===== src/rtl/pwr_seq_ctrl.sv =====
module pwr_seq_ctrl #(
  parameter int N_OUT      = 6,
  parameter int SLOT_TICKS = 100000,
  parameter int DLY_W      = 16
) (
  input  logic               clk,
  input  logic               rst_n,
  input  logic               ev_on,
  input  logic               ev_off,
  input  logic               ev_sleep,
  input  logic               ev_wake,
  input  logic [3*N_OUT-1:0] slot_cfg,
  input  logic [N_OUT-1:0]   sleep_mask,
  input  logic [DLY_W-1:0]   pre_delay,
  input  logic [N_OUT-1:0]   started,
  output logic [N_OUT-1:0]   en,
  output logic [4:0]         state_code,
  output logic               irq_on,
  output logic               irq_off,
  output logic               irq_sleep
);
  localparam int TW = (SLOT_TICKS > 1) ? $clog2(SLOT_TICKS) : 1;
  localparam logic [TW-1:0] TLAST = TW'(SLOT_TICKS - 1);
  localparam logic [2:0] TOP_SLOT = 3'd4;
  localparam logic [4:0] C_OFF = 5'b00000, C_ON = 5'b11111, C_SLP = 5'b11100;
  localparam logic [4:0] C_PROG = 5'b01011, C_DLY = 5'b00101;
  localparam logic [4:0] C_UP = 5'b00110, C_DN = 5'b01001;

  typedef enum logic [2:0] {P_OFF, P_ON, P_SLP, P_DLY, P_SEQ} phase_t;
  typedef enum logic [1:0] {OP_ON, OP_OFF, OP_SLP, OP_WAKE} op_t;

  phase_t            phase;
  op_t               op;
  logic [2:0]        cur;
  logic [TW-1:0]     tick;
  logic [DLY_W-1:0]  dcnt;
  logic              p_on, p_off, p_slp, p_wake;
  logic [N_OUT-1:0]  grp, opset;

  wire up        = (op == OP_ON) || (op == OP_WAKE);
  wire e_on      = p_on | ev_on;
  wire e_off     = p_off | ev_off;
  wire e_slp     = p_slp | ev_sleep;
  wire e_wake    = p_wake | ev_wake;
  wire waiting   = up && |(grp & ~started);
  wire slot_done = (tick == TLAST) && !waiting;
  wire last      = up ? (cur == TOP_SLOT) : (cur == 3'd0);

  assign opset = (op == OP_SLP || op == OP_WAKE) ? sleep_mask : '1;

  for (genvar i = 0; i < N_OUT; i++) begin : g_out
    logic [2:0] f;
    assign f      = slot_cfg[3*i +: 3];
    assign grp[i] = opset[i] && (((f > TOP_SLOT) ? TOP_SLOT : f) == cur);
  end

  always_comb begin
    case (phase)
      P_OFF:   state_code = C_OFF;
      P_ON:    state_code = C_ON;
      P_SLP:   state_code = C_SLP;
      P_DLY:   state_code = C_DLY;
      default: state_code = up ? C_UP : C_DN;
    endcase
  end

  always_ff @(posedge clk or negedge rst_n) begin
    if (!rst_n) begin
      phase <= P_OFF; op <= OP_ON; cur <= '0; tick <= '0; dcnt <= '0; en <= '0;
      {p_on, p_off, p_slp, p_wake} <= '0;
      {irq_on, irq_off, irq_sleep} <= '0;
    end else begin
      {irq_on, irq_off, irq_sleep} <= '0;
      case (phase)
        P_OFF, P_ON, P_SLP: begin
          {p_on, p_off, p_slp, p_wake} <= '0;
          if (phase == P_OFF && e_on) begin
            phase <= P_SEQ; op <= OP_ON; cur <= '0; tick <= '0;
          end else if (phase == P_ON && (e_off || e_slp)) begin
            phase <= P_DLY; op <= e_off ? OP_OFF : OP_SLP; dcnt <= pre_delay;
          end else if (phase == P_SLP && e_off) begin
            phase <= P_OFF; en <= '0; irq_off <= 1'b1;
          end else if (phase == P_SLP && e_wake) begin
            phase <= P_DLY; op <= OP_WAKE; dcnt <= pre_delay;
          end
        end
        P_DLY: begin
          {p_on, p_off, p_slp, p_wake} <= {e_on, e_off, e_slp, e_wake};
          if (dcnt == '0) begin
            phase <= P_SEQ; cur <= up ? 3'd0 : TOP_SLOT; tick <= '0;
          end else dcnt <= dcnt - DLY_W'(1);
        end
        default: begin
          {p_on, p_off, p_slp, p_wake} <= {e_on, e_off, e_slp, e_wake};
          en <= up ? (en | grp) : (en & ~grp);
          if (slot_done) begin
            if (last) begin
              case (op)
                OP_OFF:  begin phase <= P_OFF; irq_off   <= 1'b1; end
                OP_SLP:  begin phase <= P_SLP; irq_sleep <= 1'b1; end
                default: begin phase <= P_ON;  irq_on    <= 1'b1; end
              endcase
            end else begin
              cur  <= up ? cur + 3'd1 : cur - 3'd1;
              tick <= '0;
            end
          end else if (tick != TLAST) tick <= tick + TW'(1);
        end
      endcase
    end
  end

  a_r1_off_dark: assert property (@(posedge clk) disable iff (!rst_n)
    (state_code == C_OFF) |-> (en == '0));
  a_r2_on_full: assert property (@(posedge clk) disable iff (!rst_n)
    (state_code == C_ON) |-> (en == '1));
  a_r2_ramp_monotone: assert property (@(posedge clk) disable iff (!rst_n)
    (phase == P_SEQ && up) |=> ((en & $past(en)) == $past(en)));
  a_r4_stretch_hold: assert property (@(posedge clk) disable iff (!rst_n)
    (phase == P_SEQ && waiting) |=> (phase == P_SEQ && $stable(cur)));
  a_r5_delay_frozen: assert property (@(posedge clk) disable iff (!rst_n)
    (phase == P_DLY) |=> $stable(en));
  a_r7_direct_off: assert property (@(posedge clk) disable iff (!rst_n)
    (phase == P_SLP && ev_off) |=> (state_code == C_OFF && en == '0 && irq_off));
  a_r8_no_prog: assert property (@(posedge clk) disable iff (!rst_n)
    state_code != C_PROG);
  a_r9_single_irq: assert property (@(posedge clk) disable iff (!rst_n)
    $onehot0({irq_on, irq_off, irq_sleep}));
  a_r9_on_pulse: assert property (@(posedge clk) disable iff (!rst_n)
    irq_on |=> !irq_on);
endmodule


===== config.mk =====
export PLATFORM = sky130hd
export DESIGN_NAME = pwr_seq_ctrl
export DESIGN_NICKNAME = d
export VERILOG_FILES = /design/src/rtl/pwr_seq_ctrl.sv
export SDC_FILE = /design/constraint.sdc
export NUM_CORES = 1
export LEC_CHECK = 0
export CAP_MARGIN = 20
export CORE_MARGIN = 2
export CORE_UTILIZATION = 55
export CTS_BUF_LIST = sky130_fd_sc_hd__clkbuf_8
export DETAILED_ROUTE_END_ITERATION = 10
export GPL_TIMING_DRIVEN = 0
export PLACE_DENSITY = 0.83
export RECOVER_POWER = 50
export SKIP_CTS_REPAIR_TIMING = 1
export SLEW_MARGIN = 20
export SYNTH_ARGS = -nofsm -noshare
export SYNTH_HDL_FRONTEND = slang
export SYNTH_SLANG_ARGS = --single-unit

===== constraint.sdc =====
create_clock -name clk -period 3.1 [get_ports clk]
set_input_delay 0.62 -clock clk [delete_from_list [all_inputs] [get_ports clk]]
set_output_delay 0.62 -clock clk [all_outputs]
set_load 0.05 [all_outputs]

-- Word-level counts from Yosys, hierarchy flattened
Cells that the tools add are included.
- shift-type cells: 0
- equal/unequal tests: 27
- order comparisons: 6
- reductions and logical operators: 35
- div/mod/pow operators: 0
- multipliers: 0
- $add $sub $neg: 4
- mux-type cells: 67
- bitwise operators: 10
- operators with widths (kind ; number):
    $mux W17 ; 5
    $mux W16 ; 5
    $mux W3 ; 19
    $pmux W17 S2 ; 1
    $pmux W16 S2 ; 1
    $mux W6 ; 5
    $pmux W5 S4 ; 1
    $mux W1 ; 19
    $eq A3 B3 Y1 ; 6
    $gt A3 B3 Y1 const B ; 6
    $add A17 B1 Y17 const B ; 1
    $eq A17 B17 Y1 const B ; 1
    $ne A17 B17 Y1 const B ; 1
    $logic_not A16 Y1 ; 1
    $reduce_and A4 Y1 ; 4
    $sub A16 B1 Y16 const B ; 1
    $and A6 B6 Y6 ; 2
    $logic_and A1 B1 Y1 ; 12
    $ne A2 B2 Y1 const B ; 6
    $not A6 Y6 ; 2
    $pmux W3 S2 ; 2
    $pmux W6 S2 ; 1
    $mux W2 ; 5
    $ne A3 B3 Y1 const B ; 3
    other kinds (29) ; 39
- latch bits: 0
- output and inout port bits: 14
- memory bits (read-only): 0
- logic and storage cells: 162
- memories: 0
- RAM bits: 0
- register bits: 54

-- Depth between registers and ports, before layout
Gate-level depths: netlist (run 1).
- word-level depth: 11
- mapped depth: 12
- gate-level depth less buffers: 9

-- Least setup slack after synthesis (run 1)
OpenSTA, ideal clock, no wires.
- kind: register to output
- from: reg phase[0]
- to: out state_code[3]
- cell stages (with the launch flop): 5
- slack: 0.425 ns
- data required time: 2.480 ns
- arrival time: 2.055 ns
- cell sequence: dfrtp_1 clkbuf_1 nand2b_1 a21oi_1 nand2b_1
- word-level cells in the longest chain between the ends: 2
- elaborated cells on any way between the ends: 5
- RTL lines (element ; RTL line ; RTL):
    start: declaration ; 32 ; phase_t phase;
    start signal: assignment ; 69 ; phase <= P_OFF; op <= OP_ON; cur <= '0; tick <= '0; dcnt <= '0; en <= '0;
    start signal: assignment ; 78 ; phase <= P_SEQ; op <= OP_ON; cur <= '0; tick <= '0;
    start signal: assignment ; 80 ; phase <= P_DLY; op <= e_off ? OP_OFF : OP_SLP; dcnt <= pre_delay;
    $eq A3 B2 Y1 (tied with other cells) ; 58 ; case (phase)
    $pmux W5 S4 * ; 58 ;
    end: declaration ; 17 ; output logic [4:0] state_code,
Mark *: on every way between the ends. The rest lies on a longest branch, timed or not.

-- Worst setup path after layout (run 1)
- from: reg op[0]
- to: out state_code[2]
- word-level cells in the longest chain between the ends: 4
- elaborated cells on any way between the ends: 5
- RTL lines (element ; RTL line ; RTL):
    start: declaration ; 33 ; op_t op;
    start signal: assignment ; 69 ;
    start signal: assignment ; 78 ;
    start signal: assignment ; 80 ;
    $eq A2 B2 Y1 / $logic_not A2 Y1 (equally long branches) ; 40 ; wire up = (op == OP_ON) || (op == OP_WAKE);
    $logic_or A1 B1 Y1 * ; 40 ;
    $mux W4 * ; 63 ; default: state_code = up ? C_UP : C_DN;
    $pmux W5 S4 * ; 58 ;
Marked as above.

==> results, run 1 <==
- The leakage power is 1.960 nW.
- In this run the deepest clock path goes through 2 buffers.
- The pin count of the biggest net entering global routing is 55.
- The multi-input combinational cells in the finished layout cover a total of 2213 um2.
- Fill cells in the final layout number 560.
- The number of flops mapped to enable cells by yosys is 0.
- The total power density per cell area is 796.7 nW/um2.
- The area of the mapped netlist is 3809 um2.
- The final layout contains routed wiring with a total length of 9518 um.
- In the final routed layout, each cell accounts on average for 15.71 um.
- At the pin with the least slew margin, the transition time is 1377 ps.
- The detailed placement HPWL is 7055 um.
- The CTS clock-pin slew for the worst setup and hold paths is 110 ps.
- The global-route met2 utilization is 0.4365.
- In the layout the commonest cells are 59 x sky130_fd_sc_hd__clkdlybuf4s50_1, 54 x sky130_fd_sc_hd__dfrtp_1, 47 x sky130_fd_sc_hd__nor2_1.
- The CTS tree is done.
- The endpoint class of the critical path is an output pin.
- The switching share of power is 0.4634.
- The synthesized netlist cell count is 453.
- The share of synthesized area in the top cell type comes to 0.3548.
- The remaining global-route overflow is 0.
- The initial antenna violation count was 0.
- The wire length of the first global-routing pass is 16060 um.
- The number of global-route vias before repair came to 3497.
- For this design the total switching power over the nets is 0.001729 W.
- Of the total power, registers draw 0.320.
- The critical path's largest stage delay is 420 ps.
- The class of the worst hold path is reg2reg.
- Routability-driven placement finished with a final weighted congestion of 0.8584.
- The die covers 7606 um2.
- The reg-to-reg startpoint is dcnt[0].
- Sorting the synthesized cells by area gives the leading types as sky130_fd_sc_hd__dfrtp_1 35%, sky130_fd_sc_hd__a21oi_1 5.4%, sky130_fd_sc_hd__nor2_1 4.6%.
- In the routed design, unresolved DRC markers number 0.
- The maximum level of the CTS H-tree is 2.
- The clock arrives with 12.75 ps of skew.
- Synthesis inferred 54 register bits.
- Of the available clock period, the critical path in the final layout requires 0.9403.
- The area of the core is 6756 um2.
- Buffers inserted during clock tree synthesis total 5.
- The final count of hold timing violations is 0.
- The most frequent standard cell in the layout excluding fill and tap cells is sky130_fd_sc_hd__clkdlybuf4s50_1.
- The critical hold path startpoint is p_wake.
- Of the total power, the clock network draws 0.132.
- In the global route stage, met1 resource usage came out at 0.3600.
- The origin of the worst setup path is op[0].
- The run finished with clean final reports.
- For this run, asynchronously set or reset flops after synthesis account for 1.000.
- Measured along the x axis, the die boundary spans 87.22 um.
- The number of different library cells used by synthesis comes to 75.
- The most repeated library cell on the critical path is sky130_fd_sc_hd__inv_1.
- At the worst endpoint, the required time is 2480 ps.
- The number of nets at the end of the flow is 583.
- In the final layout, the share of cells above drive strength 1 is 0.07605.
- For this run, the register share of the synthesized area comes to 0.3548.
- On the final layout, the worst hold slack is 495.4 ps.
- The cell-internal power is 0.002003 W.
- The clock latency on the worst-skew pair is 310 ps.
- The combinational power share is 0.548.
- The worst setup path is launched from a register.
- The main flop type after synthesis is sky130_fd_sc_hd__dfrtp_1.
- In the global route stage, overall resource usage came out at 0.2611.
- The die is 87.22 um tall.
- The first detailed-routing pass ran for 4 iterations.
- The worst setup path is of the reg2out kind.
- The final setup TNS is 0 ps.
- The violation count after the first detailed-route iteration is 170.
- The number of nets produced by synthesis is 511.
- The library cell used as clock root buffer is sky130_fd_sc_hd__clkbuf_8.
- The met3 demand-to-capacity share in global routing is 0.02844.
- The count of synthesis-stage warnings from yosys is 0.
- The storage element area is 1351 um2.
- The number of nets still failing antenna checks after routing is 0.
- The slowest stage of the critical path is the sky130_fd_sc_hd__dfrtp_1 cell.
- met2 is the most crowded layer.
- The average footprint of a synthesized cell is 8.408 um2.
- For this design, the sink count on the clock tree is 54.
- The maximum clock frequency is 0.3431 GHz.
- VDD sags by at most 0.0004016 V.
- The starting utilization of the core area is 0.5637.
- The number of top-level pins is 66.
- The routed via count is 3649.
- The relative slew slack is 0.08180.
- The data arrival time of the critical path is 2290 ps.
- In the routed layout, each cell is associated on average with a via count of 6.021.
- The biggest area contributor in the post-synthesis netlist is sky130_fd_sc_hd__dfrtp_1.
- Relative to the synthesized area, the layout overhead comes to 23.00%.
- Setup repair after global routing left no endpoint under its margin.
- The number of setup violations in the final report is 0.
- The routed design could run at a clock period as short as 2915 ps.
- The maximum fanout encountered on the critical timing path is 10.
- The critical path goes through inv_1 -> ha_1 -> clkbuf_1 -> inv_1 -> nand2_1 -> o31a_1 -> dlymetal6s2s_1.
- The number of max-slew violations in the final report came to 0.
- Input and output buffers added on the ports amount to 65.
- The repair_antennas step left the layout with diodes totalling 0.
- Across the run, the number of max-cap violations was 0.
- Row generation in the floorplan step produced 30 rows.
-- cell type report --
type / instances / area share
inverters: 26 / 0.02083
repair buffers: 65 / 0.1400
plain buffers: 25 / 0.03178
flip-flops and latches: 54 / 0.2885
clock buffers: 5 / 0.01469
clock inverters: 3 / 0.01042
multi-input cells: 348 / 0.4725
well taps: 80 / 0.02137
-- power groups by stage --
| stage | Combinational, W | Clock, W | Sequential [W] |
|---|---|---|---|
| after global placement | 0.00200 | 0 | 0.00119 |
| final | 0.00204 | 0.000493 | 0.00119 |
| after CTS | 0.00205 | 0.000500 | 0.00119 |
| after detailed placement | 0.00205 | 0 | 0.00120 |
| after floorplan | 0.00138 | 0 | 0.00128 |
| after global routing | 0.00224 | 0.000527 | 0.00124 |
-- worst paths after layout --
kind | end | slack (ps) | depth (start not counted)
max in group asynchronous | tick[10] | 1650 | 1
setup reg to reg | dcnt[0] | 260 | 10
hold / removal | p_wake | 500 | 2
min in group asynchronous | en[0] | 590 | 1
setup / recovery | state_code[2] | 190 | 7
hold reg to reg | p_wake | 500 | 2
-- registers in the layout (all words and copies together) (netlist names) --
register,cells
p_on,1
p_slp,1
p_off,1
tick,17
phase,3
op,2
cur,3
en,6
irq_on,1
irq_sleep,1
irq_off,1
dcnt,16
p_wake,1
-- critical path: cells and delay by family, from the launching register on --
kind / cells / cell delay [ps]
AO/OA/AOI/OAI: 1 / 160
adder cells (fa/ha/maj): 1 / 270
buffers and inverters: 4 / 980
flip-flops: 1 / 420
AND/OR/NAND/NOR: 1 / 160
-- cells in the mapped netlist (3+ instances only) --
cell                        instances
sky130_fd_sc_hd__dfrtp_1           54
sky130_fd_sc_hd__nor2_1            47
sky130_fd_sc_hd__a21oi_1           41
sky130_fd_sc_hd__nand2_1           32
sky130_fd_sc_hd__o21ai_0           32
sky130_fd_sc_hd__inv_1             26
sky130_fd_sc_hd__nor3_1            18
sky130_fd_sc_hd__nand3_1           17
sky130_fd_sc_hd__clkbuf_1          16
sky130_fd_sc_hd__o22ai_1           14
sky130_fd_sc_hd__xor2_1             8
sky130_fd_sc_hd__a211o_1            6
sky130_fd_sc_hd__a22o_1             6
sky130_fd_sc_hd__and3_1             6
sky130_fd_sc_hd__nand2b_1           6
sky130_fd_sc_hd__xnor2_1            6
sky130_fd_sc_hd__a211oi_1           5
sky130_fd_sc_hd__buf_6              5
sky130_fd_sc_hd__ha_1               5
sky130_fd_sc_hd__nand4_1            5
sky130_fd_sc_hd__o22a_1             5
sky130_fd_sc_hd__o31ai_1            5
sky130_fd_sc_hd__or3_1              5
sky130_fd_sc_hd__nand3b_1           4
sky130_fd_sc_hd__nor2b_1            4
sky130_fd_sc_hd__a22oi_1            3
sky130_fd_sc_hd__and2_1             3
sky130_fd_sc_hd__buf_2              3
sky130_fd_sc_hd__nor4_1             3
sky130_fd_sc_hd__nor4bb_1           3
sky130_fd_sc_hd__o2111ai_1          3
sky130_fd_sc_hd__o31a_1             3
sky130_fd_sc_hd__o41ai_1            3
sky130_fd_sc_hd__or2_2              3
-- per-layer routing --
layer | vias up | part of all wire
met3 | 15 | 0.049
li1 | 1798 | -
met5 | - | 0
met1 | 1728 | 0.45
met2 | 108 | 0.49
met4 | 0 | 0.017
-- logic make-up (layout without fill, tap and decap cells) --
group | count (synthesis) | count (layout) | synth area share
compound gates | 145 | 145 | 0.2503
simple gates | 179 | 179 | 0.2645
fa+ha+maj | 6 | 6 | 0.02168
xor+xnor | 15 | 15 | 0.03647
flops | 54 | 54 | 0.3548
buf+inv | 51 | 124 | 0.06406
mux | 3 | 3 | 0.008213
-- per-stage QoR --
step / instances / power [W] / utilization / cell area (um2) / setup slack (ps)
6_report: 606 / 0.003732 / 0.6933 / 4684 / 185.2
2_1_floorplan: 453 / 0.002657 / - / 3809 / 425.2
3_5_place_dp: 598 / 0.003251 / 0.6744 / 4557 / 59.84
3_3_place_gp: 598 / 0.003190 / 0.6748 / 4559 / -260.0
4_1_cts: 606 / 0.003742 / 0.6919 / 4674 / -259.8
5_1_grt: 606 / 0.004007 / 0.6933 / 4684 / 5.097
Power figures use the tool's default switching activity.
==> run 2, diff against run 1 <==
--- a/config.mk
+++ b/config.mk
@@ -6,13 +6,16 @@
 export NUM_CORES = 1
 export LEC_CHECK = 0
 export CAP_MARGIN = 20
+export CELL_PAD_IN_SITES_DETAIL_PLACEMENT = 0
+export CELL_PAD_IN_SITES_GLOBAL_PLACEMENT = 1
 export CORE_MARGIN = 2
-export CORE_UTILIZATION = 55
+export CORE_UTILIZATION = 44
 export CTS_BUF_LIST = sky130_fd_sc_hd__clkbuf_8
 export DETAILED_ROUTE_END_ITERATION = 10
 export GPL_TIMING_DRIVEN = 0
-export PLACE_DENSITY = 0.83
+export PLACE_DENSITY_LB_ADDON = 0.1
 export RECOVER_POWER = 50
+export SETUP_SLACK_MARGIN = 0.2
 export SKIP_CTS_REPAIR_TIMING = 1
 export SLEW_MARGIN = 20
 export SYNTH_ARGS = -nofsm -noshare
==> constraint.sdc (replaced) <==
create_clock -name clk -period 3.5 [get_ports clk]
set_input_delay 0.7 -clock clk [delete_from_list [all_inputs] [get_ports clk]]
set_output_delay 0.7 -clock clk [all_outputs]
set_load 0.05 [all_outputs]
==> run 2 against run 1 <==
Net effect: the run now ends with capacitance limit, slew limit left; setup slack improved by 30 ps; register-to-register slack gained 310 ps; first-iteration DRC count decreased by 44%; global-route usage is 3.8 points lower; combinational power decreased by 11%; sequential share of layout area shrank 0.12 points; clock power decreased by 25%; via count grew 1.1%; count of clock-buffer cells in the layout is 1 higher; sequential power shrank 11%; non-clock buffer count rose by 1; sequential cell count did not move.
==> results, run 2 (synthesized netlist as in run 1, its figures left out) <==
- The flow ran to the end, but the final reports show violations.
- The checks that failed: capacitance limit, slew limit.
- For this run the aggregate overflow at the end of global routing stands at 0.
- Setup repair after global routing could not meet its margin everywhere.
- The pin count of the biggest net entering global routing is 55.
- The via density per instance is 5.839.
- In this run the clock root is driven by a sky130_fd_sc_hd__clkbuf_8.
- The final setup TNS is 0 ps.
- The first routing iteration left 95 violations.
- The end of the worst register-to-register path is cur[1].
- The count of cells along the worst register-to-register path is 12.
- The actual transition at the worst max-transition pin is 2487 ps.
- STA puts the critical path data required time at 2800 ps.
- TritonCTS built the clock tree.
- The detail route stage leaves a number of antenna-violating nets equal to 0.
- The flop-to-flop setup slack is 570 ps.
- The maximum level of the CTS H-tree is 2.
- The area of the core is 8299 um2.
- The number of max-cap violations is 1.
- In this run the worst setup path begins at op[0].
- Routability-driven placement finished with a final weighted congestion of 0.8331.
- The signed area change from the synthesized netlist to the final layout is 23.52%.
- The critical hold path startpoint is p_wake.
- For this run, the number of standard cells in the final layout without fillers is 632.
- During placement, the flow inserted port buffers numbering 65.
- The reg-to-reg startpoint is op[0].
- The detailed placement HPWL is 7461 um.
- The number of DRC violations after detailed routing is 0.
- The initial antenna violation count came to 0.
- The post-route clock skew is 7.909 ps.
- The final setup slack of the worst path is 215.2 ps.
- The critical path in this run is classified as reg2out.
- The number of buffers between clock root and the deepest sink is 2.
- The data arrival time of the critical path is 2580 ps.
- Subtracting the final worst setup slack from the clock period gives 3285 ps.
- The number of top-level pins is 66.
- The full die area is 9416 um2.
- The wire length of the first global-routing pass is 17730 um.
- In the final routed layout, each cell accounts on average for 16.14 um.
- The final clock period utilization by the worst path is 0.9385.
- The die height is 97.04 um.
- The number of global-route vias before repair came to 3695.
- Clock tree synthesis found a total of 54 sinks.
- Clock latency on the worst-skew pair, taken at its later pin, is 310 ps.
- Setup violations remaining at the end of the flow were counted as 0.
- Across every metal layer, demand over resource in global routing totals 0.2228.
- The initial utilization of the core area, before any placement, comes to 0.4589.
- The area of the multi-input gates is 2213 um2.
- The maximum fanout encountered on the critical timing path is 10.
- The floorplan step set the die width to 97.04 um.
- The number of max-slew violations in the final report is 55.
- In this run the worst setup path terminates at state_code[0].
- The final count of hold timing violations came to 0.
- The antenna diode count is 0.
- In this run the power density over the cells is 690.2 nW/um2.
- Measured against its own limit, the worst slew margin works out to -0.6578.
- The worst-case hold slack is 494.3 ps.
- STA classifies the critical path endpoint as an output pin.
- In this run the core area contains 33 standard-cell rows.
- The number of nets at the end of the flow is 584.
- The total clock buffers created by CTS is 5.
- The design draws 0.003247 W.
- Static timing analysis puts the maximum clock frequency at 0.3044 GHz.
- The CTS clock-pin slew for the worst setup and hold paths is 90 ps.
- The most frequent standard cell in the layout excluding fill and tap cells is sky130_fd_sc_hd__clkdlybuf4s50_1.
- The routed via count is 3690.
- After filler insertion, the fill cell instance count of the layout stands at 801.
- The path class of the tightest hold or removal check is reg2reg.
- The flip-flop count of the largest register, all copies and words added is 17.
- IR analysis of the VDD net gives a maximum drop of 0.0002742 V.
- The ratio of cells with drive above 1 in the final layout is 0.07400.
- The kind of start point of the critical path is a register.
- In the layout the commonest cells are 60 x sky130_fd_sc_hd__clkdlybuf4s50_1, 54 x sky130_fd_sc_hd__dfrtp_1, 47 x sky130_fd_sc_hd__nor2_1.
- The leakage power is 1.953 nW.
- The first detailed-routing pass took 4 iterations.
- Before CTS, the worst setup slack after placement is 321.7 ps.
- The detailed-route wire length is 10200 um.
- The total instance count after detailed placement is 624.
- The top register by number of flip-flops is tick.
- The largest registers in the layout are tick (17), dcnt (16), en (6).
- The storage element area is 1351 um2.
## run 2: per-stage QoR
step / cell area, um2 / util
after floorplan: 3809 / -
after global placement: 4591 / 0.5531
after detailed placement: 4616 / 0.5562
after CTS: 4711 / 0.5676
after global routing: 4705 / 0.5669
final: 4705 / 0.5669
## run 2: area by class of cell
type,count,area share
Multi-Input combinational cell,348,0.4705
Sequential cell,54,0.2872
Timing Repair Buffer,66,0.1420
Buffer,25,0.03138
Tap cell,105,0.02793
Inverter,26,0.02074
Clock buffer,6,0.01755
Clock inverter,2,0.002660
## run 2: metal layers
metal	GRT usage	wire length (um)	vias up
met1	0.3046	4746	1783
met4	0.04984	135	0
met5	0	0	-
li1	-	-	1808
met3	0.03251	413	13
met2	0.3750	4903	86
## run 2: how the worst min path moves through the flow
| stage | to | cells past startpoint |
|---|---|---|
| 6_report | p_wake | 2 |
| 3_5_place_dp | p_wake | 2 |
| 3_3_place_gp | p_wake | 2 |
| 5_1_grt | p_on | 2 |
| 2_1_floorplan | cur[0] | 0 |
| 4_1_cts | tick[14] | 2 |
## run 2: critical path, stage by stage (launching register included)
cell	delay, ps
sky130_fd_sc_hd__dfrtp_1	400
sky130_fd_sc_hd__inv_1	60
sky130_fd_sc_hd__ha_1	270
sky130_fd_sc_hd__clkbuf_1	350
sky130_fd_sc_hd__inv_1	180
sky130_fd_sc_hd__nand2_1	170
sky130_fd_sc_hd__o21ai_0	130
sky130_fd_sc_hd__clkdlybuf4s50_1	720
## run 2: power by group
| part | switching (W) | total (W) | internal [W] |
|---|---|---|---|
| clock | 0.000213 | 0.000372 | 0.000160 |
| sequential | 0.000227 | 0.00106 | 0.000835 |
| combinational | 0.00109 | 0.00181 | 0.000718 |
| total | 0.00153 | 0.00325 | 0.00171 |
==> run 3, diff against run 2 <==
--- a/config.mk
+++ b/config.mk
@@ -9,9 +9,10 @@
 export CELL_PAD_IN_SITES_DETAIL_PLACEMENT = 0
 export CELL_PAD_IN_SITES_GLOBAL_PLACEMENT = 1
 export CORE_MARGIN = 2
-export CORE_UTILIZATION = 44
+export CORE_UTILIZATION = 53
 export CTS_BUF_LIST = sky130_fd_sc_hd__clkbuf_8
 export DETAILED_ROUTE_END_ITERATION = 10
+export DONT_BUFFER_PORTS = 1
 export GPL_TIMING_DRIVEN = 0
 export PLACE_DENSITY_LB_ADDON = 0.1
 export RECOVER_POWER = 50
==> run 3 against run 2 <==
Net effect: critical endpoint unchanged; power fell by 5.0%; clock power rose by 17%; sequential cell count did not move; first-iteration DRC count rose by 67%; wire length fell by 4.4%; the flow now finishes without violations; non-clock buffer count fell by 66.
==> results, run 3 (synthesized netlist as in run 1, its figures left out) <==
- The tree is rooted in a sky130_fd_sc_hd__clkbuf_8.
- STA classifies the critical path startpoint as a register.
- The final setup TNS is 0 ps.
- For the worst setup path, the data required time is 2800 ps.
- The number of nets at the end of the flow is 518.
- The signed area change from the synthesized netlist to the final layout is 6.242%.
- The reg-to-reg startpoint is op[0].
- The register with the most flip-flops in the layout has 17 of them.
- The critical path is of the reg2out type.
- The final clock period utilization by the worst path is 0.8740.
- The leakage power is 1.671 nW.
- In the final layout, the multi-input gates occupy 2217 um2.
- For the finished layout, the period the worst path requires is 3059 ps.
- The number of max-cap violations is 0.
- The storage element area is 1351 um2.
- The number of fillers in the final layout is 657.
- In the global route stage, met2 resource usage came out at 0.4206.
- The number of buffers between clock root and the deepest sink is 2.
- The first TritonRoute pass finished after 4 iterations.
- Using the TritonRoute via totals, the vias-per-cell ratio works out to 6.259.
- The count of cells along the worst register-to-register path is 12.
- The number of sinks on the clock net is 54.
- The maximum level of the CTS H-tree is 2.
- The number of global-route vias before repair is 3404.
- The CTS clock-pin slew for the worst setup and hold paths is 110 ps.
- The endpoint class of the critical path is an output pin.
- The run finished with clean final reports.
- Routability-driven placement finished with a final weighted congestion of 0.8755.
- For the worst setup path, the data arrival time is 2360 ps.
- The full die area is 7880 um2.
- The most frequent standard cell in the layout excluding fill and tap cells is sky130_fd_sc_hd__dfrtp_1.
- At the pin with the least slew margin, the transition time is 1013 ps.
- The final count of hold timing violations is 0.
- VDD sags by at most 0.0004184 V.
- The end of the worst register-to-register path is cur[1].
- The maximum fanout encountered on the critical timing path is 10.
- Entering global routing, the biggest net connects 55 pins.
- During placement, the flow inserted port buffers numbering 0.
- The violation count after the first detailed-route iteration is 159.
- In this run the tightest slew margin relative to its limit is 0.3204.
- The number of max-slew violations in the final report came to 0.
- The detailed placement HPWL is 6942 um.
- Setup violations remaining at the end of the flow were counted as 0.
- The CTS tree is done.
- Summed over all layers, the routed wires come to 9745 um.
- The busiest layer in global routing is met2.
- The total overflow left after global routing is 0.
- The die height is 88.77 um.
- The largest registers in the layout are tick (17), dcnt (16), en (6).
- The ratio of cells with drive above 1 in the final layout is 0.08460.
- For this design the ratio of total power to cell area is 762.0 nW/um2.
- The x dimension of the die is 88.77 um.
- The global-route usage over all layers is 0.2525.
- Static timing analysis puts the maximum clock frequency at 0.3269 GHz.
- For the final database, setup skew stands at 10.22 ps.
- For this block, the via count after detailed routing is 3486.
- The number of antenna diodes in the final layout is 0.
- The total clock buffers created by CTS is 5.
- The clock latency on the worst-skew pair is 310 ps.
- In the routed design, unresolved DRC markers number 0.
- The met3 demand-to-capacity share in global routing is 0.05224.
- For this run, global-route usage on met1 was measured as 0.3314.
- The starting utilization of the core area is 0.5545.
- The first global-routing pass estimated 15840 um of wire.
- 66 I/O pins were placed.
- Across all register-to-register paths, the minimum setup slack is 610 ps.
- The tightest min-delay check is of the in2async type.
- The detail-routed net length per standard cell is 17.50 um.
- Setup repair after global routing left no endpoint under its margin.
- The final design utilization is 0.5891.
- The row count is 30.
- The area of the core is 6869 um2.
- The initial antenna violation count is 0.
- tick holds more flip-flops than any other register.
- The top cell types in the final layout, fill and taps aside, are 54 x sky130_fd_sc_hd__dfrtp_1, 47 x sky130_fd_sc_hd__nor2_1, 40 x sky130_fd_sc_hd__a21oi_1.
- The detail route stage leaves a number of antenna-violating nets equal to 0.
## run 3: metal layers
metal,share of wire,wire (um)
met4,0.010,97
met5,0,0
met2,0.48,4657
met3,0.059,573
met1,0.45,4416
## run 3: cell type report
| type | instances | area share |
|---|---|---|
| multi-input combinational | 348 | 0.5479 |
| sequential | 54 | 0.3340 |
| inverter | 26 | 0.02412 |
| tap | 96 | 0.02968 |
| buffer | 25 | 0.03649 |
| clock buffer | 5 | 0.01701 |
| clock inverter | 3 | 0.01082 |
## run 3: how the worst max path moves through the flow
stage / from / to / slack [ps]
2_1_floorplan: phase[0] / state_code[3] / 750
6_report: phase[2] / state_code[0] / 440
3_3_place_gp: phase[2] / state_code[0] / 440
3_5_place_dp: op[0] / cur[0] / 460
4_1_cts: phase[2] / state_code[3] / 160
5_1_grt: phase[2] / state_code[0] / 300
## run 3: where the power goes
part	leakage [nW]	switching [W]	total, W	internal (W)
Sequential	0.655	0.000350	0.00118	0.000833
Clock	0.0585	0.000221	0.000435	0.000215
Combinational	0.958	0.000924	0.00147	0.000541
## run 3: worst max-delay path, stage by stage, from the launching register on
cell	delay [ps]
sky130_fd_sc_hd__dfrtp_1	380
sky130_fd_sc_hd__clkbuf_1	210
sky130_fd_sc_hd__clkbuf_1	290
sky130_fd_sc_hd__clkbuf_1	300
sky130_fd_sc_hd__o21ai_1	860
## run 3: through the flow
stage | worst slack (ps) | hold slack [ps] | cell area (um2) | std cells | power, W
after floorplan | 745.2 | 404.4 | 3809 | 453 | 0.002353
after global placement | 437.0 | 406.4 | 3929 | 549 | 0.002612
after detailed placement | 460.9 | 406.6 | 3929 | 549 | 0.002648
after CTS | 156.5 | 58.48 | 4041 | 557 | 0.003085
after global routing | 299.3 | 49.81 | 4046 | 557 | 0.003311
final | 441.1 | 72.21 | 4046 | 557 | 0.003083
